### src/rtl/flash_dma_pkg.sv
package flash_dma_pkg;

  localparam logic [2:0] SEL_CTRL  = 3'd0;
  localparam logic [2:0] SEL_FLASH = 3'd1;
  localparam logic [2:0] SEL_DRAM  = 3'd2;
  localparam logic [2:0] SEL_LEN   = 3'd3;
  localparam logic [2:0] SEL_SUM   = 3'd4;
  localparam logic [2:0] SEL_INTR  = 3'd5;

  localparam int CTRL_EN_BIT    = 0;
  localparam int CTRL_TOFL_BIT  = 1;
  localparam int CTRL_SUM_BIT   = 2;
  localparam int INTR_IE_BIT    = 3;
  localparam int INTR_DONE_BIT  = 11;

  typedef struct packed {
    logic latch;      // capture read data for the write half
    logic latchDram;  // captured data comes from the DRAM port
    logic accum;      // add flash read data into the checksum
    logic step;       // advance flash address, shrink length
    logic stepDram;   // also advance DRAM address
    logic setDone;    // raise completion status
  } dmaStrobe_t;

  typedef enum logic [2:0] {
    ST_IDLE,
    ST_CHECK,
    ST_RD_REQ,
    ST_RD_WAIT,
    ST_WR_REQ,
    ST_WR_WAIT
  } dmaState_e;

endpackage

### src/rtl/flash_dma_regs.sv
module flash_dma_regs
  import flash_dma_pkg::*;
#(
  parameter int          DW         = 32,
  parameter logic [31:0] FLASH_BASE = 32'h2000_0000,
  parameter logic [31:0] FLASH_MASK = 32'h0FFF_FFFC,
  parameter logic [31:0] DRAM_BASE  = 32'h8000_0000,
  parameter logic [31:0] DRAM_MASK  = 32'h3FFF_FFFC,
  parameter logic [31:0] LEN_MASK   = 32'h01FF_FFFC
) (
  input  logic          clk,
  input  logic          rstN,
  input  logic          cfgWe,
  input  logic [2:0]    cfgSel,
  input  logic [DW-1:0] cfgWdata,
  output logic [DW-1:0] cfgRdata,
  input  dmaStrobe_t    strb,
  input  logic          engineActive,
  input  logic [DW-1:0] flashRdata,
  input  logic [DW-1:0] dramRdata,
  output logic          startPulse,
  output logic          stopPulse,
  output logic [1:0]    startMode,
  output logic [DW-1:0] ctrlQ,
  output logic [DW-1:0] flashAddrQ,
  output logic [DW-1:0] dramAddrQ,
  output logic [DW-1:0] lenQ,
  output logic [DW-1:0] cksumQ,
  output logic [DW-1:0] intrQ,
  output logic [DW-1:0] dataQ,
  output logic          irqQ
);

  localparam logic [DW-1:0] STEP = DW'(4);

  logic          wrCtrl;
  logic          busy;
  logic [DW-1:0] intrNext;

  assign wrCtrl     = cfgWe && (cfgSel == SEL_CTRL);
  assign busy       = (ctrlQ[CTRL_EN_BIT] && !intrQ[INTR_DONE_BIT]) || engineActive;
  assign startPulse = wrCtrl && cfgWdata[CTRL_EN_BIT] && !busy;
  assign stopPulse  = wrCtrl && !cfgWdata[CTRL_EN_BIT];
  assign startMode  = {cfgWdata[CTRL_SUM_BIT], cfgWdata[CTRL_TOFL_BIT]};

  always_comb begin
    intrNext = (cfgWe && (cfgSel == SEL_INTR)) ? cfgWdata : intrQ;
    if (startPulse || stopPulse) intrNext[INTR_DONE_BIT] = 1'b0;
    if (strb.setDone)            intrNext[INTR_DONE_BIT] = 1'b1;
  end

  always_ff @(posedge clk or negedge rstN) begin
    if (!rstN) begin
      ctrlQ      <= '0;
      flashAddrQ <= '0;
      dramAddrQ  <= '0;
      lenQ       <= '0;
      cksumQ     <= '0;
      intrQ      <= '0;
      dataQ      <= '0;
      irqQ       <= 1'b0;
    end else begin
      if (startPulse || stopPulse) ctrlQ <= cfgWdata;

      if (cfgWe && (cfgSel == SEL_FLASH))
        flashAddrQ <= FLASH_BASE | (cfgWdata & FLASH_MASK);
      else if (strb.step)
        flashAddrQ <= flashAddrQ + STEP;

      if (cfgWe && (cfgSel == SEL_DRAM))
        dramAddrQ <= DRAM_BASE | (cfgWdata & DRAM_MASK);
      else if (strb.step && strb.stepDram)
        dramAddrQ <= dramAddrQ + STEP;

      if (cfgWe && (cfgSel == SEL_LEN))
        lenQ <= cfgWdata & LEN_MASK;
      else if (strb.step)
        lenQ <= lenQ - STEP;

      if (stopPulse)       cksumQ <= '0;
      else if (strb.accum) cksumQ <= cksumQ + flashRdata;

      intrQ <= intrNext;

      if (stopPulse)                                irqQ <= 1'b0;
      else if (strb.setDone && intrQ[INTR_IE_BIT])  irqQ <= 1'b1;

      if (strb.latch) dataQ <= strb.latchDram ? dramRdata : flashRdata;
    end
  end

  always_comb begin
    unique case (cfgSel)
      SEL_CTRL:  cfgRdata = ctrlQ;
      SEL_FLASH: cfgRdata = flashAddrQ;
      SEL_DRAM:  cfgRdata = dramAddrQ;
      SEL_LEN:   cfgRdata = lenQ;
      SEL_SUM:   cfgRdata = cksumQ;
      SEL_INTR:  cfgRdata = intrQ;
      default:   cfgRdata = '0;
    endcase
  end

endmodule

### src/rtl/flash_dma_ctrl.sv
module flash_dma_ctrl
  import flash_dma_pkg::*;
(
  input  logic       clk,
  input  logic       rstN,
  input  logic       startPulse,
  input  logic       stopPulse,
  input  logic [1:0] startMode,
  input  logic       lenZero,
  input  logic       flashGnt,
  input  logic       flashRvalid,
  input  logic       flashErr,
  input  logic       dramGnt,
  input  logic       dramRvalid,
  input  logic       dramErr,
  output logic       flashReq,
  output logic       flashWe,
  output logic       dramReq,
  output logic       dramWe,
  output logic       engineActive,
  output dmaStrobe_t strb
);

  dmaState_e stateQ, stateNext;
  logic      abortQ;
  logic      abortNow;
  logic      sumQ, toFlashQ;
  logic      rdFromDram;
  logic      rdGnt, rdValid, rdErr;
  logic      wrGnt, wrValid, wrErr;
  logic      rdReq, wrReq;

  assign abortNow   = abortQ || stopPulse;
  assign rdFromDram = toFlashQ && !sumQ;

  assign rdGnt   = rdFromDram ? dramGnt    : flashGnt;
  assign rdValid = rdFromDram ? dramRvalid : flashRvalid;
  assign rdErr   = rdFromDram ? dramErr    : flashErr;
  assign wrGnt   = rdFromDram ? flashGnt    : dramGnt;
  assign wrValid = rdFromDram ? flashRvalid : dramRvalid;
  assign wrErr   = rdFromDram ? flashErr    : dramErr;

  always_comb begin
    stateNext = stateQ;
    strb      = '0;
    rdReq     = 1'b0;
    wrReq     = 1'b0;
    unique case (stateQ)
      ST_IDLE: if (startPulse) stateNext = ST_CHECK;
      ST_CHECK: begin
        if (abortNow) begin
          stateNext = ST_IDLE;
        end else if (lenZero || (sumQ && toFlashQ)) begin
          strb.setDone = 1'b1;
          stateNext    = ST_IDLE;
        end else begin
          stateNext = ST_RD_REQ;
        end
      end
      ST_RD_REQ: begin
        rdReq = 1'b1;
        if (rdGnt) stateNext = ST_RD_WAIT;
      end
      ST_RD_WAIT: begin
        if (rdValid) begin
          if (abortNow) begin
            stateNext = ST_IDLE;
          end else if (rdErr) begin
            strb.setDone = 1'b1;
            stateNext    = ST_IDLE;
          end else if (sumQ) begin
            strb.accum = 1'b1;
            strb.step  = 1'b1;
            stateNext  = ST_CHECK;
          end else begin
            strb.latch     = 1'b1;
            strb.latchDram = rdFromDram;
            stateNext      = ST_WR_REQ;
          end
        end
      end
      ST_WR_REQ: begin
        wrReq = 1'b1;
        if (wrGnt) stateNext = ST_WR_WAIT;
      end
      ST_WR_WAIT: begin
        if (wrValid) begin
          if (abortNow) begin
            stateNext = ST_IDLE;
          end else if (wrErr) begin
            strb.setDone = 1'b1;
            stateNext    = ST_IDLE;
          end else begin
            strb.step     = 1'b1;
            strb.stepDram = 1'b1;
            stateNext     = ST_CHECK;
          end
        end
      end
      default: stateNext = ST_IDLE;
    endcase
  end

  always_ff @(posedge clk or negedge rstN) begin
    if (!rstN) begin
      stateQ   <= ST_IDLE;
      abortQ   <= 1'b0;
      sumQ     <= 1'b0;
      toFlashQ <= 1'b0;
    end else begin
      stateQ <= stateNext;
      abortQ <= (stateNext != ST_IDLE) && abortNow;
      if (startPulse) begin
        sumQ     <= startMode[1];
        toFlashQ <= startMode[0];
      end
    end
  end

  assign flashReq     = (rdReq && !rdFromDram) || (wrReq && rdFromDram);
  assign flashWe      = wrReq && rdFromDram;
  assign dramReq      = (rdReq && rdFromDram) || (wrReq && !rdFromDram);
  assign dramWe       = wrReq && !rdFromDram;
  assign engineActive = (stateQ != ST_IDLE);

endmodule

### src/rtl/flash_dma_engine.sv
module flash_dma_engine
  import flash_dma_pkg::*;
#(
  parameter int          DW              = 32,
  parameter logic [31:0] FLASH_BASE      = 32'h2000_0000,
  parameter int          FLASH_SPAN_BITS = 28,
  parameter logic [31:0] DRAM_BASE       = 32'h8000_0000,
  parameter int          DRAM_SPAN_BITS  = 30,
  parameter int          LEN_BITS        = 25
) (
  input  logic          clk,
  input  logic          rstN,
  input  logic          cfgWe,
  input  logic [2:0]    cfgSel,
  input  logic [DW-1:0] cfgWdata,
  output logic [DW-1:0] cfgRdata,
  output logic          flashReq,
  output logic          flashWe,
  output logic [DW-1:0] flashAddr,
  output logic [DW-1:0] flashWdata,
  input  logic          flashGnt,
  input  logic          flashRvalid,
  input  logic [DW-1:0] flashRdata,
  input  logic          flashErr,
  output logic          dramReq,
  output logic          dramWe,
  output logic [DW-1:0] dramAddr,
  output logic [DW-1:0] dramWdata,
  input  logic          dramGnt,
  input  logic          dramRvalid,
  input  logic [DW-1:0] dramRdata,
  input  logic          dramErr,
  output logic          irq
);

  localparam logic [31:0] WORD_CLR   = ~32'h3;
  localparam logic [31:0] FLASH_MASK = ((32'h1 << FLASH_SPAN_BITS) - 32'h1) & WORD_CLR;
  localparam logic [31:0] DRAM_MASK  = ((32'h1 << DRAM_SPAN_BITS) - 32'h1) & WORD_CLR;
  localparam logic [31:0] LEN_MASK   = ((32'h1 << LEN_BITS) - 32'h1) & WORD_CLR;

  dmaStrobe_t    strb;
  logic          startPulse, stopPulse, engineActive;
  logic [1:0]    startMode;
  logic [DW-1:0] ctrlQ, lenQ, cksumQ, intrQ, dataQ;

  flash_dma_regs #(
    .DW(DW), .FLASH_BASE(FLASH_BASE), .FLASH_MASK(FLASH_MASK),
    .DRAM_BASE(DRAM_BASE), .DRAM_MASK(DRAM_MASK), .LEN_MASK(LEN_MASK)
  ) i_regs (
    .clk(clk), .rstN(rstN), .cfgWe(cfgWe), .cfgSel(cfgSel), .cfgWdata(cfgWdata),
    .cfgRdata(cfgRdata), .strb(strb), .engineActive(engineActive),
    .flashRdata(flashRdata), .dramRdata(dramRdata),
    .startPulse(startPulse), .stopPulse(stopPulse), .startMode(startMode),
    .ctrlQ(ctrlQ), .flashAddrQ(flashAddr), .dramAddrQ(dramAddr), .lenQ(lenQ),
    .cksumQ(cksumQ), .intrQ(intrQ), .dataQ(dataQ), .irqQ(irq)
  );

  flash_dma_ctrl i_ctrl (
    .clk(clk), .rstN(rstN), .startPulse(startPulse), .stopPulse(stopPulse),
    .startMode(startMode), .lenZero(lenQ == '0),
    .flashGnt(flashGnt), .flashRvalid(flashRvalid), .flashErr(flashErr),
    .dramGnt(dramGnt), .dramRvalid(dramRvalid), .dramErr(dramErr),
    .flashReq(flashReq), .flashWe(flashWe), .dramReq(dramReq), .dramWe(dramWe),
    .engineActive(engineActive), .strb(strb)
  );

  assign flashWdata = dataQ;
  assign dramWdata  = dataQ;

endmodule

### config.mk
export PLATFORM = sky130hd
export DESIGN_NAME = flash_dma_engine
export DESIGN_NICKNAME = d
export VERILOG_FILES = /design/src/rtl/flash_dma_pkg.sv /design/src/rtl/flash_dma_regs.sv /design/src/rtl/flash_dma_ctrl.sv /design/src/rtl/flash_dma_engine.sv
export SDC_FILE = /design/constraint.sdc
export NUM_CORES = 1
export LEC_CHECK = 0
export CORE_ASPECT_RATIO = 0.6
export CORE_MARGIN = 3
export CORE_UTILIZATION = 50
export CTS_CLUSTER_SIZE = 14
export DETAILED_ROUTE_END_ITERATION = 8
export GPL_ROUTABILITY_DRIVEN = 0
export PLACE_DENSITY = 0.78
export SYNTH_ARGS = -nofsm -noshare
export SYNTH_HDL_FRONTEND = slang
export SYNTH_SLANG_ARGS = --single-unit
### constraint.sdc
create_clock -name clk -period 5.4 [get_ports clk]
set_clock_uncertainty 0.2 [all_clocks]
set_input_delay 0.81 -clock clk [delete_from_list [all_inputs] [get_ports clk]]
set_output_delay 0.81 -clock clk [all_outputs]
set_load 0.01 [all_outputs]
==> metrics.txt <==
crit path max fanout 16; DRC viols 0; first-pass GRT wire length 67300 um; # resized after CTS 0; total track usage 0.294; EDFF count, synth 0; CTS root buffer clkbuf_16; Syn Std Cell Area 0.0133 mm^2; Longest Clk Path Bufs 3; Placed Cells 1937; setup violators final 0; Post-Synth Adder-Cell Area 0.0343; die height 133 um; compound-cell area share of the yosys netlist 0.176; status finished, final reports clean; Final min period 4.64 ns; fmax 215 MHz; I/O pin count 273; hold_buf cts 0; Crit path top cell by count clkdlybuf4s50_1; crit end category primary output; VDD IR max 0.236 mV; DP HPWL 31800 um; top-count cell post-synth dfrtp_1; initial antenna violation count 0; register area 0.00563 mm^2; post-synth top area share 0.422; CTS tree yes; period utilization 0.860; CTS clk-pin slew, worst paths 0.06 ns; Seq/Total Area, Yosys 0.422; post-synthesis cell type count 81; setup ws final 0.757 ns; FP Rows 45; Synth area leaders dfrtp_1, mux2_2, a22oi_1; fin cells 1978; final core occ 0.655; number of global-route vias before repair 11700; Ys Warns 0; ys flop type dfrtp_1; Worst Max-Slew Pin Slew 1.07 ns; Leak 6.96 nW; post-place setup slack 0.893 ns; arrival time at the worst endpoint 3.63 ns; Final Hold Viols 0; number of buffers created by CTS 23; drt initial violations 1405; Critical Path RT 4.39 ns; post-route setup TNS 0 ns; unrepaired setup endpoints after global routing false; largest family of logic cells by synthesized area simple AND/OR/NAND/NOR gates; drt total wl 43100 um; commonest cells in the synthesized netlist dfrtp_1, nand2_1, o21ai_0; Layout area overhead 26.3%; share of cells above drive strength 1 0.0996; HP Class in2async; max-slew violations 0; CP Launch Type input pin; #FFs+latches synth 225; Final nets 1754; DRT Pass-1 Iters 5; CP peak stage delay 0.72 ns; multiplexer share of the synthesized area 0.0623; die area 0.0287 mm^2; clock sink count 225; critical path type in2out; core area 0.0257 mm^2; Fill cells 2074; xor and xnor area share after synthesis 0.0748; largest area contributor in the netlist dfrtp_1; ANT cells 0; Multi-input gate area 0.00705 mm^2; vias 12100; Synth Area in Simple Gates 0.177; slew margin rel. 0.286; CP max stage cell and2_1; PortBufs 268; Starting Density 0.518; vias per cell 6.12; post-route ant nets 0; PD cells 443 mW/mm^2; Gate Count Post-Synth 1421; Critical Path, Cell by Cell clkdlybuf4s50_1 > nor2_1 > and2_1 > buf_4 > a22oi_1 > nand3_1 > clkdlybuf4s50_1; Max Cap Viol 0; Power, Total 0.00747 W; Worst-Skew Late Latency 0.53 ns; asr flop ratio synth 1.00; die width 217 um; pin count of the biggest net entering global routing 140; Post-CTS Setup Repair Bufs 0; drt wl/cell 21.8 um; htree depth 1; GR Overflow Total 0; Mean Syn Cell Area 9.39 um^2
==> cells in the final DEF (no fill, tap or decap), types with 4 or more instances in the layout <==
cell	Yosys	layout
xnor2_1	52	52
xor2_1	62	62
dfrtp_1	225	225
inv_1	17	17
nand4_1	19	19
clkbuf_8	0	5
and3_1	17	17
and4_1	5	5
nand2_1	177	177
clkbuf_1	67	5
nor3_2	4	5
and2_1	12	12
ha_1	35	35
nor2_1	55	54
clkbuf_16	0	23
a22oi_1	92	92
buf_4	36	16
a21oi_1	38	38
mux2i_1	4	4
mux2_2	68	68
nand3_1	92	90
clkdlybuf4s50_1	0	267
nand2b_1	7	7
o22ai_1	34	34
conb_1	1	4
nor3_1	17	16
o21ai_1	20	20
o211ai_1	5	5
o21ai_0	131	131
nor4_1	5	5
a21o_1	20	20
nor2b_1	7	7
==> worst paths after layout <==
check	from	end	slack (ns)	cells past startpoint
min in group clk	i_regs.dataQ[29]	i_regs.dataQ[29]	0.30	2
min	rstN	i_regs.dataQ[30]	0.22	1
max reg2reg	i_regs.cksumQ[0]	i_regs.cksumQ[30]	1.81	11
min reg2reg	i_regs.dataQ[29]	i_regs.dataQ[29]	0.30	2
max in group asynchronous	rstN	i_regs.lenQ[8]	3.68	2
max	cfgSel[0]	cfgRdata[27]	0.76	7
==> per-stage QoR <==
stage / instance area, um^2 / hold WS [ns]
finish: 16800 / 0.222
global placement: 16100 / 0.285
CTS: 16800 / 0.272
global route: 16800 / 0.313
detailed placement: 16100 / 0.293
floorplan: 13400 / 0.253
==> routing by layer <==
| layer | wire (um) | up-vias | part of all wire | global-route usage |
|---|---|---|---|---|
| met3 | 4770 | 89 | 0.11 | 0.0831 |
| li1 | - | 5453 | - | - |
| met2 | 18400 | 663 | 0.43 | 0.430 |
| met1 | 18700 | 5906 | 0.43 | 0.430 |
| met5 | 0 | - | 0 | 0 |
| met4 | 1250 | 0 | 0.029 | 0.0814 |
==> registers in the layout, indices dropped and copies added (netlist names) <==
register,flops
i_ctrl.abortQ,1
i_regs.cksumQ,32
i_ctrl.stateQ,3
i_regs.lenQ,30
i_regs.flashAddrQ,30
i_regs.irqQ,1
i_regs.dramAddrQ,30
i_regs.intrQ,32
i_ctrl.sumQ,1
i_regs.ctrlQ,32
i_ctrl.toFlashQ,1
i_regs.dataQ,32
==> logic make-up (layout without fill, tap and decap cells) <==
| group | Yosys count | count (layout) |
|---|---|---|
| and+or+nand+nor | 457 | 457 |
| AOI/OAI and AO/OA | 371 | 371 |
| DFF | 225 | 225 |
| buffers and inverters | 143 | 345 |
| xor gates and xnor gates | 114 | 114 |
| muxes | 74 | 74 |
| adders and majority gates | 36 | 36 |
| other | 1 | 4 |
==> where the power goes <==
part / switching [W] / internal, W
registers: 0.000634 / 0.00221
logic: 0.00143 / 0.00150
clock network: 0.000693 / 0.000999
total: 0.00276 / 0.00471
==> area by class of cell <==
| cell class | instances | area share |
|---|---|---|
| Multi-Input combinational cell | 1056 | 0.419 |
| Inverter | 17 | 0.00379 |
| Clock buffer | 33 | 0.0394 |
| Tap cell | 352 | 0.0261 |
| Sequential cell | 225 | 0.334 |
| Clock inverter | 8 | 0.00743 |
| Timing Repair Buffer | 287 | 0.170 |
==> worst max-delay path, delay by kind of cell <==
kind / cells / cell delay (ns)
AO/OA/AOI/OAI: 1 / 0.12
AND/OR/NAND/NOR: 3 / 1.14
buffers and inverters: 3 / 1.54
Note: power is estimated with default switching activity, not from simulation.
